==> src/rtl/irq_csr_pkg.sv <==
package irq_csr_pkg;
  typedef enum logic [1:0] {
    OP_NONE  = 2'd0,
    OP_WRITE = 2'd1,
    OP_SET   = 2'd2,
    OP_CLEAR = 2'd3
  } csr_op_e;

  localparam int BIT_SSI   = 1;
  localparam int BIT_MSI   = 3;
  localparam int BIT_STI   = 5;
  localparam int BIT_MTI   = 7;
  localparam int BIT_SEI   = 9;
  localparam int BIT_MEI   = 11;
  localparam int BIT_LCOF  = 13;
  localparam int PLAT_BASE = 16;

  localparam logic [11:0] ADDR_MIP = 12'h344;
  localparam logic [11:0] ADDR_MIE = 12'h304;
  localparam logic [11:0] ADDR_SIP = 12'h144;
  localparam logic [11:0] ADDR_SIE = 12'h104;

  // standard-cause masks (low 16 bits)
  localparam logic [15:0] STD_EN_WMASK   = 16'h2AAA;
  localparam logic [15:0] M_PEND_WMASK   = 16'h2222;
  localparam logic [15:0] S_VIEW_MASK    = 16'h2222;
  localparam logic [15:0] S_PEND_WMASK   = 16'h2002;

  function automatic logic apply_bit(csr_op_e op, logic old, logic wd);
    logic nv;
    case (op)
      OP_WRITE: nv = wd;
      OP_SET:   nv = old | wd;
      OP_CLEAR: nv = old & ~wd;
      default:  nv = old;
    endcase
    return nv;
  endfunction
endpackage

==> src/rtl/irq_rmw_bit.sv <==
module irq_rmw_bit
  import irq_csr_pkg::*;
(
  input  logic    clk_i,
  input  logic    rst_ni,
  input  logic    wr_en_i,
  input  csr_op_e op_i,
  input  logic    wdata_i,
  input  logic    hw_set_i,
  output logic    q_o
);
  logic q_d;

  always_comb begin
    q_d = wr_en_i ? apply_bit(op_i, q_o, wdata_i) : q_o;
    q_d = q_d | hw_set_i; // hardware set wins over concurrent clear
  end

  always_ff @(posedge clk_i or negedge rst_ni) begin
    if (!rst_ni) q_o <= 1'b0;
    else         q_o <= q_d;
  end
endmodule

==> src/rtl/irq_pend_regs.sv <==
module irq_pend_regs
  import irq_csr_pkg::*;
#(
  parameter int XLEN  = 32,
  parameter int NPLAT = 4
) (
  input  logic             clk_i,
  input  logic             rst_ni,
  input  csr_op_e          op_i,
  input  logic [XLEN-1:0]  wdata_i,
  input  logic [XLEN-1:0]  wmask_i,
  input  logic             mei_i,
  input  logic             mti_i,
  input  logic             msi_i,
  input  logic             sei_i,
  input  logic             ssip_set_i,
  input  logic             lcof_i,
  input  logic [NPLAT-1:0] plat_i,
  output logic [XLEN-1:0]  pend_o
);
  localparam int NSW = 4;
  localparam int SW_IDX [NSW] = '{BIT_SSI, BIT_STI, BIT_SEI, BIT_LCOF};

  logic [NSW-1:0] sw_q;

  for (genvar k = 0; k < NSW; k++) begin : g_sw
    logic hw_set;
    if (SW_IDX[k] == BIT_SSI) begin : g_ssi
      assign hw_set = ssip_set_i;
    end else if (SW_IDX[k] == BIT_LCOF) begin : g_lcof
      assign hw_set = lcof_i;
    end else begin : g_none
      assign hw_set = 1'b0;
    end

    irq_rmw_bit u_bit (
      .clk_i    (clk_i),
      .rst_ni   (rst_ni),
      .wr_en_i  (wmask_i[SW_IDX[k]]),
      .op_i     (op_i),
      .wdata_i  (wdata_i[SW_IDX[k]]),
      .hw_set_i (hw_set),
      .q_o      (sw_q[k])
    );
  end

  always_comb begin
    pend_o = '0;
    for (int k = 0; k < NSW; k++) pend_o[SW_IDX[k]] = sw_q[k];
    pend_o[BIT_SEI] = pend_o[BIT_SEI] | sei_i; // read-only OR, never fed back
    pend_o[BIT_MSI] = msi_i;
    pend_o[BIT_MTI] = mti_i;
    pend_o[BIT_MEI] = mei_i;
    pend_o[PLAT_BASE +: NPLAT] = plat_i;
  end

  logic unused_ok;
  assign unused_ok = ^{wdata_i, wmask_i};
endmodule

==> src/rtl/irq_en_regs.sv <==
module irq_en_regs
  import irq_csr_pkg::*;
#(
  parameter int XLEN  = 32,
  parameter int NPLAT = 4
) (
  input  logic            clk_i,
  input  logic            rst_ni,
  input  csr_op_e         op_i,
  input  logic [XLEN-1:0] wdata_i,
  input  logic [XLEN-1:0] wmask_i,
  output logic [XLEN-1:0] en_o
);
  localparam logic [XLEN-1:0] EN_WMASK =
    XLEN'(STD_EN_WMASK) | (XLEN'((64'd1 << NPLAT) - 64'd1) << PLAT_BASE);

  for (genvar i = 0; i < XLEN; i++) begin : g_en
    if (EN_WMASK[i]) begin : g_rw
      irq_rmw_bit u_bit (
        .clk_i    (clk_i),
        .rst_ni   (rst_ni),
        .wr_en_i  (wmask_i[i]),
        .op_i     (op_i),
        .wdata_i  (wdata_i[i]),
        .hw_set_i (1'b0),
        .q_o      (en_o[i])
      );
    end else begin : g_ro
      assign en_o[i] = 1'b0;
    end
  end

  logic unused_ok;
  assign unused_ok = ^{wdata_i, wmask_i};
endmodule

==> src/rtl/irq_read_mux.sv <==
module irq_read_mux
  import irq_csr_pkg::*;
#(
  parameter int XLEN = 32
) (
  input  logic [11:0]     addr_i,
  input  logic            rd_i,
  input  logic [XLEN-1:0] pend_i,
  input  logic [XLEN-1:0] en_i,
  input  logic [XLEN-1:0] deleg_i,
  output logic [XLEN-1:0] rdata_o
);
  localparam logic [XLEN-1:0] S_VIEW = XLEN'(S_VIEW_MASK);

  logic [XLEN-1:0] s_filt;
  assign s_filt = deleg_i & S_VIEW;

  always_comb begin
    rdata_o = '0;
    if (rd_i) begin
      case (addr_i)
        ADDR_MIP: rdata_o = pend_i;
        ADDR_MIE: rdata_o = en_i;
        ADDR_SIP: rdata_o = pend_i & s_filt;
        ADDR_SIE: rdata_o = en_i & s_filt;
        default:  rdata_o = '0;
      endcase
    end
  end
endmodule

==> src/rtl/irq_csr_unit.sv <==
module irq_csr_unit
  import irq_csr_pkg::*;
#(
  parameter int XLEN  = 32,
  parameter int NPLAT = 4
) (
  input  logic             clk_i,
  input  logic             rst_ni,
  input  logic [11:0]      csr_addr_i,
  input  logic [1:0]       csr_op_i,
  input  logic [XLEN-1:0]  csr_wdata_i,
  input  logic             csr_rd_i,
  output logic [XLEN-1:0]  csr_rdata_o,
  input  logic             mei_i,
  input  logic             mti_i,
  input  logic             msi_i,
  input  logic             sei_i,
  input  logic             ssip_set_i,
  input  logic             lcof_i,
  input  logic [NPLAT-1:0] plat_irq_i,
  input  logic [XLEN-1:0]  deleg_i,
  output logic [XLEN-1:0]  pend_o,
  output logic [XLEN-1:0]  en_o
);
  localparam logic [XLEN-1:0] M_PEND_W = XLEN'(M_PEND_WMASK);
  localparam logic [XLEN-1:0] S_PEND_W = XLEN'(S_PEND_WMASK);
  localparam logic [XLEN-1:0] S_EN_W   = XLEN'(S_VIEW_MASK);
  localparam logic [XLEN-1:0] M_EN_W   = '1; // filtered to writable bits inside irq_en_regs

  csr_op_e         op;
  logic            op_act;
  logic [XLEN-1:0] pend_wmask;
  logic [XLEN-1:0] en_wmask;

  assign op     = csr_op_e'(csr_op_i);
  assign op_act = (op != OP_NONE);

  always_comb begin
    pend_wmask = '0;
    en_wmask   = '0;
    if (op_act) begin
      case (csr_addr_i)
        ADDR_MIP: pend_wmask = M_PEND_W;
        ADDR_SIP: pend_wmask = deleg_i & S_PEND_W;
        ADDR_MIE: en_wmask   = M_EN_W;
        ADDR_SIE: en_wmask   = deleg_i & S_EN_W;
        default: ;
      endcase
    end
  end

  irq_pend_regs #(.XLEN(XLEN), .NPLAT(NPLAT)) u_pend (
    .clk_i      (clk_i),
    .rst_ni     (rst_ni),
    .op_i       (op),
    .wdata_i    (csr_wdata_i),
    .wmask_i    (pend_wmask),
    .mei_i      (mei_i),
    .mti_i      (mti_i),
    .msi_i      (msi_i),
    .sei_i      (sei_i),
    .ssip_set_i (ssip_set_i),
    .lcof_i     (lcof_i),
    .plat_i     (plat_irq_i),
    .pend_o     (pend_o)
  );

  irq_en_regs #(.XLEN(XLEN), .NPLAT(NPLAT)) u_en (
    .clk_i   (clk_i),
    .rst_ni  (rst_ni),
    .op_i    (op),
    .wdata_i (csr_wdata_i),
    .wmask_i (en_wmask),
    .en_o    (en_o)
  );

  irq_read_mux #(.XLEN(XLEN)) u_rmux (
    .addr_i  (csr_addr_i),
    .rd_i    (csr_rd_i),
    .pend_i  (pend_o),
    .en_i    (en_o),
    .deleg_i (deleg_i),
    .rdata_o (csr_rdata_o)
  );
endmodule

==> config.mk <==
export PLATFORM = sky130hd
export DESIGN_NAME = irq_csr_unit
export DESIGN_NICKNAME = d
export VERILOG_FILES = /design/src/rtl/irq_csr_pkg.sv /design/src/rtl/irq_rmw_bit.sv /design/src/rtl/irq_pend_regs.sv /design/src/rtl/irq_en_regs.sv /design/src/rtl/irq_read_mux.sv /design/src/rtl/irq_csr_unit.sv
export SDC_FILE = /design/constraint.sdc
export NUM_CORES = 1
export LEC_CHECK = 0
export BUFFER_PORTS_ARGS = -buffer_cell sky130_fd_sc_hd__buf_2
export CAP_MARGIN = 10
export CORE_UTILIZATION = 37
export DETAILED_ROUTE_END_ITERATION = 16
export GPL_TIMING_DRIVEN = 0
export PLACE_DENSITY_LB_ADDON = 0.1
export REMOVE_ABC_BUFFERS = 1
export SETUP_SLACK_MARGIN = 0.3
export SLEW_MARGIN = 15
export SYNTH_ARGS = -nofsm -noshare
export SYNTH_HDL_FRONTEND = slang
export SYNTH_SLANG_ARGS = --single-unit
export TNS_END_PERCENT = 100
==> constraint.sdc <==
create_clock -name clk_i -period 2.3 [get_ports clk_i]
set_clock_uncertainty 0.2 [all_clocks]
set_input_delay 0.46 -clock clk_i [delete_from_list [all_inputs] [get_ports clk_i]]
set_output_delay 0.46 -clock clk_i [all_outputs]
set_load 0.05 [all_outputs]
Word-level counts from Yosys, hierarchy flattened
Index checks and enable logic that the tools add are counted.
W data, S select, Z words.
- register bits: 15
- input bits: 91
- output and inout bits: 96
- equal/unequal tests: 7
- multiplexer cells: 23
- bitwise operators: 46
- reductions and logical operators: 15
- operator list (operator ; count):
    $pmux W32 S4 ; 1
    $pmux W1 S3 ; 15
    $and A20 B14 Y20 ; 2
    $pmux W20 S2 ; 1
    $mux W32 ; 1
    $pmux W14 S2 ; 1
    $reduce_and A2 Y1 ; 13
    $eq A12 B10 Y1 const B ; 2
    $eq A12 B9 Y1 const B ; 2
    $mux W20 ; 1
    $or A1 B1 Y1 ; 18
    $and A1 B1 Y1 ; 15
    $mux W14 ; 1
    $not A1 Y1 ; 11
    $eq A2 B2 Y1 const B ; 2
    $reduce_bool A3 Y1 ; 1
    $eq A2 B1 Y1 const B ; 1
    $mux W1 ; 2
    $reduce_bool A2 Y1 ; 1

Logic depth before layout (Yosys ltp)
- word-level depth: 5
- gate-level depth with buffers: 5
- gate-level depth less buffers: 4

Hierarchy
Synthesis repeated with hierarchy kept, for this count alone.
- cells, all modules: 260
- area, all modules: 2103.3 µm²
- by module, submodules not included (module ; times used ; cells an instance ; area each (µm²) ; sequential area each (µm²)):
    irq_rmw_bit ; 15 ; 7 ; 63.8 ; 25.0
    irq_read_mux ; 1 ; 80 ; 593.1 ; 0.0
    irq_pend_regs ; 1 ; 33 ; 242.7 ; 0.0
    irq_en_regs ; 1 ; 22 ; 161.4 ; 0.0
    irq_csr_unit ; 1 ; 20 ; 148.9 ; 0.0

Worst setup path after synthesis
Ideal clock, no wire load.
- path type: input to output
- from: in csr_addr_i[7]
- to: out csr_rdata_o[13]
- arrival time: 2.356 ns
- data required time: 1.640 ns
- slack: -0.716 ns
- cell stages on the path: 5
- cell sequence: nor4b_4 > and2_1 > buf_2 > nand3_1 > nor3_1
- word-level cells in the longest chain between the ends: 3
- ends and longest elaborated chain (element ; line ; source):
    from (decl) ; irq_csr_unit.sv:9 ; input logic [11:0] csr_addr_i,
    $eq A12 B9 Y1 / $eq A12 B10 Y1 (equally long branches) ; irq_read_mux.sv:21 ; case (addr_i)
    $pmux W32 S4 (*) ; irq_read_mux.sv:21 ;
    $mux W32 (*) ; irq_read_mux.sv:20 ; if (rd_i) begin
    to (decl) ; irq_csr_unit.sv:13 ; output logic [XLEN-1:0] csr_rdata_o,
Every way passes the cells marked *; elsewhere a longest branch is shown, timed or not.

Worst setup path after layout
- from: in csr_addr_i[10]
- to: out csr_rdata_o[3]
The elaborated chain is that of the path after synthesis.

==> summary.md <==
| Metric | Value |
|---|---|
| Status | `finished clean` |
| CP Capture Type | `output port` |
| Vias in the first global route | `1404` |
| IO Port Bufs | `74` |
| DR vias | `1615` |
| Clk_lat worst skew | `0.25 ns` |
| Largest net degree at the start of global routing | `26` |
| RSZ-0062 raised after global routing | `yes` |
| Placer congestion estimate | `0.753` |
| Site Rows | `25` |
| Netlist cell types | `46` |
| Initial antenna violation count | `0` |
| Setup TNS | `0 ns` |
| DRC Markers | `0` |
| Final worst slack | `0.0272 ns` |
| Tcrit/Tclk final | `0.988` |
| LEAKAGE | `1.15 nW` |
| FILL cells | `481` |
| CTS Buffer Depth | `2` |
| DRT iter0 DRCs | `96` |
| Tmin final | `2.27 ns` |
| Grt ovf | `0` |
| DRT Pass-1 Iters | `4` |
| Vias per cell | `4.47` |
| VDD IR-drop max | `0.000190 V` |
| Ranking of synthesized cells by area | `buf_4 (33%), dfrtp_1 (20%), mux2i_1 (5.8%)` |
| CTS tree | `yes` |
| Ports | `187` |
| Final WL | `4.39 mm` |
| Die W | `73.7 µm` |
| First-pass GRT wire length | `6.72 mm` |
| Final Max Slew Viols | `0` |
| Share of cells above drive strength 1 | `0.384` |
| Hold Crit Class | `input pin to flip-flop` |
| Yosys top cell by area | `buf_4` |
| Register bit total from synthesis | `15` |
| Area added between synthesis and finish | `21.2%` |
| Synth top area share | `0.332` |
| Worst Path Arrival | `1.61 ns` |
| Antenna Diode Count | `0` |
| Chip Height | `73.7 µm` |
| Netlist Area Pre-Place | `1900 µm²` |
| Pre-CTS setup slack | `-0.554 ns` |
| Setup crit start kind | `input pin` |
| Crit Path Category | `input pin to output port` |
| Number of synthesized flops with an enable pin | `0` |
| # nets final | `386` |
| Root Driver | `clkbuf_8` |
| Pwr Density | `401 nW/µm²` |
| Seq pwr share | `0.297` |
| Top_reg_cell synth | `dfrtp_1` |
| CTS Buf Count | `3` |
| Leading cell types in the layout, fill and taps excluded | `conb_1 (63), buf_2 (58), inv_1 (17)` |
| Warnings, synthesis | `0` |
| Most common cell after layout, fill and taps aside | `conb_1` |
| Post-synth ARST share | `1.00` |
| Syn avg cell area | `8.12 µm²` |
| Crit-path max FO | `7` |
| P_int | `471 µW` |
| CTS sink count | `15` |
| Core Util, Final | `0.478` |
| Switch share | `0.490` |
| Post-route ant nets | `0` |
| Reg clk slew, reported paths | `0.07 ns` |
| Sequential area share after synthesis | `0.197` |
| Core area | `4820 µm²` |
| Final hold violations | `0` |
| CTS HTree Levels | `1` |
| Setup Viol. Count Final | `0` |
| Cells after Synth | `234` |
| Req. time, crit path | `1.64 ns` |
| DIE AREA | `5430 µm²` |
| DP HPWL | `3.07 mm` |
| Initial Utilization | `0.395` |
| Clock power frac | `0.238` |
| Global Route Usage Sum | `0.163` |
| Psw | `453 µW` |
| WL/cell | `12.2 µm` |
| Max-cap viol count | `0` |
| Combinational fraction of design power | `0.465` |
| Fmax | `0.440 GHz` |
==> flip-flops by register name, summed over array words and instances, names as in the netlist <==
name / flops
u_pend.g_sw.u_bit.q_o: 4
u_en.g_en.g_rw.u_bit.q_o: 11
==> cells in the mapped netlist, types with 2 or more instances <==
library cell and n:
a21bo_2 2, nand4_1 8, a2bb2oi_1 2, buf_2 3
dfrtp_1 15, clkbuf_1 3, o41ai_1 2, nand3b_1 2
and3b_1 4, a41oi_1 2, nor3_1 8, o32a_1 2
and2_1 2, nor4b_1 2, a31oi_1 2, nand3_1 6
nor4_1 2, nor4bb_1 2, inv_1 17, nor2_1 11
a21oi_1 7, nor2b_1 4, buf_4 84, o22ai_1 7
mux2i_1 11, o21ai_0 2, nor3b_1 3
==> worst paths after layout <==
check	startpoint	end	slack (ns)	cells past startpoint
worst max-delay path	csr_addr_i[10]	csr_rdata_o[3]	0.03	7
worst min-delay path	lcof_i	u_pend.g_sw[3].u_bit.q_o	0.19	3
worst max register to register	u_pend.g_sw[2].u_bit.q_o	u_pend.g_sw[2].u_bit.q_o	1.06	2
worst min register to register	u_en.g_en[17].g_rw.u_bit.q_o	u_en.g_en[17].g_rw.u_bit.q_o	0.33	2
max in group asynchronous	rst_ni	u_en.g_en[1].g_rw.u_bit.q_o	1.17	2
min in group asynchronous	rst_ni	u_en.g_en[19].g_rw.u_bit.q_o	0.47	2
==> worst max-delay path, stage by stage <==
cell     delay, ns
buf_6         0.10
nor4b_4       0.29
and2_4        0.22
nand4_1       0.10
buf_6         0.18
nor2_4        0.10
buf_8         0.15
==> logic make-up after synthesis <==
logic type | Yosys count | synth area share
xor+xnor | 1 | 0.00461
simple gates | 65 | 0.228
compound gates | 31 | 0.117
flops | 15 | 0.197
other cells | 1 | 0.00197
mux | 11 | 0.0579
buf+inv | 110 | 0.392
==> what timing repair did <==
| item | 4_1_cts | 5_1_grt |
|---|---|---|
| setup buffers | 6 | 6 |
| hold buffers | 1 | 0 |
| endpoints found under the setup margin | 17 | 18 |
| pin swaps | 17 | 4 |
| resized for setup | 51 | 14 |
| endpoints found under the hold margin | 15 | 0 |
==> stage by stage <==
stage / power, mW / instances / hold WS, ns / area (µm²)
after global placement: 0.678 / 344 / 0.199 / 1910
after CTS: 0.916 / 355 / 0.187 / 2200
after floorplan: 0.569 / 203 / -0.0356 / 1450
after global routing: 0.977 / 361 / 0.179 / 2300
after detailed placement: 0.679 / 344 / 0.199 / 1910
final: 0.924 / 361 / 0.188 / 2300
==> routing by layer <==
layer / routed length (µm) / GRT usage
met5: 0 / 0
met1: 1870 / 0.211
met4: 23 / 0.0321
met3: 234 / 0.0302
met2: 2270 / 0.282
==> power by group through the flow <==
| stage | Clock [mW] | Combinational [mW] | Sequential (mW) |
|---|---|---|---|
| 2_1_floorplan | 0 | 0.278 | 0.292 |
| 3_3_place_gp | 0 | 0.399 | 0.279 |
| 3_5_place_dp | 0 | 0.400 | 0.279 |
| 4_1_cts | 0.227 | 0.416 | 0.274 |
| 5_1_grt | 0.249 | 0.454 | 0.275 |
| 6_report | 0.220 | 0.430 | 0.274 |
==> final cells by class <==
type                    instances  area, µm²  share of cell area
flip-flops and latches         15        375               0.163
multi-input cells             171       1140               0.496
well taps                      67       83.8              0.0364
clock buffers                   4       45.0              0.0196
inverters                      17       63.8              0.0277
repair buffers                 87        593               0.257
No activity file was read; power rests on OpenSTA's default activity.
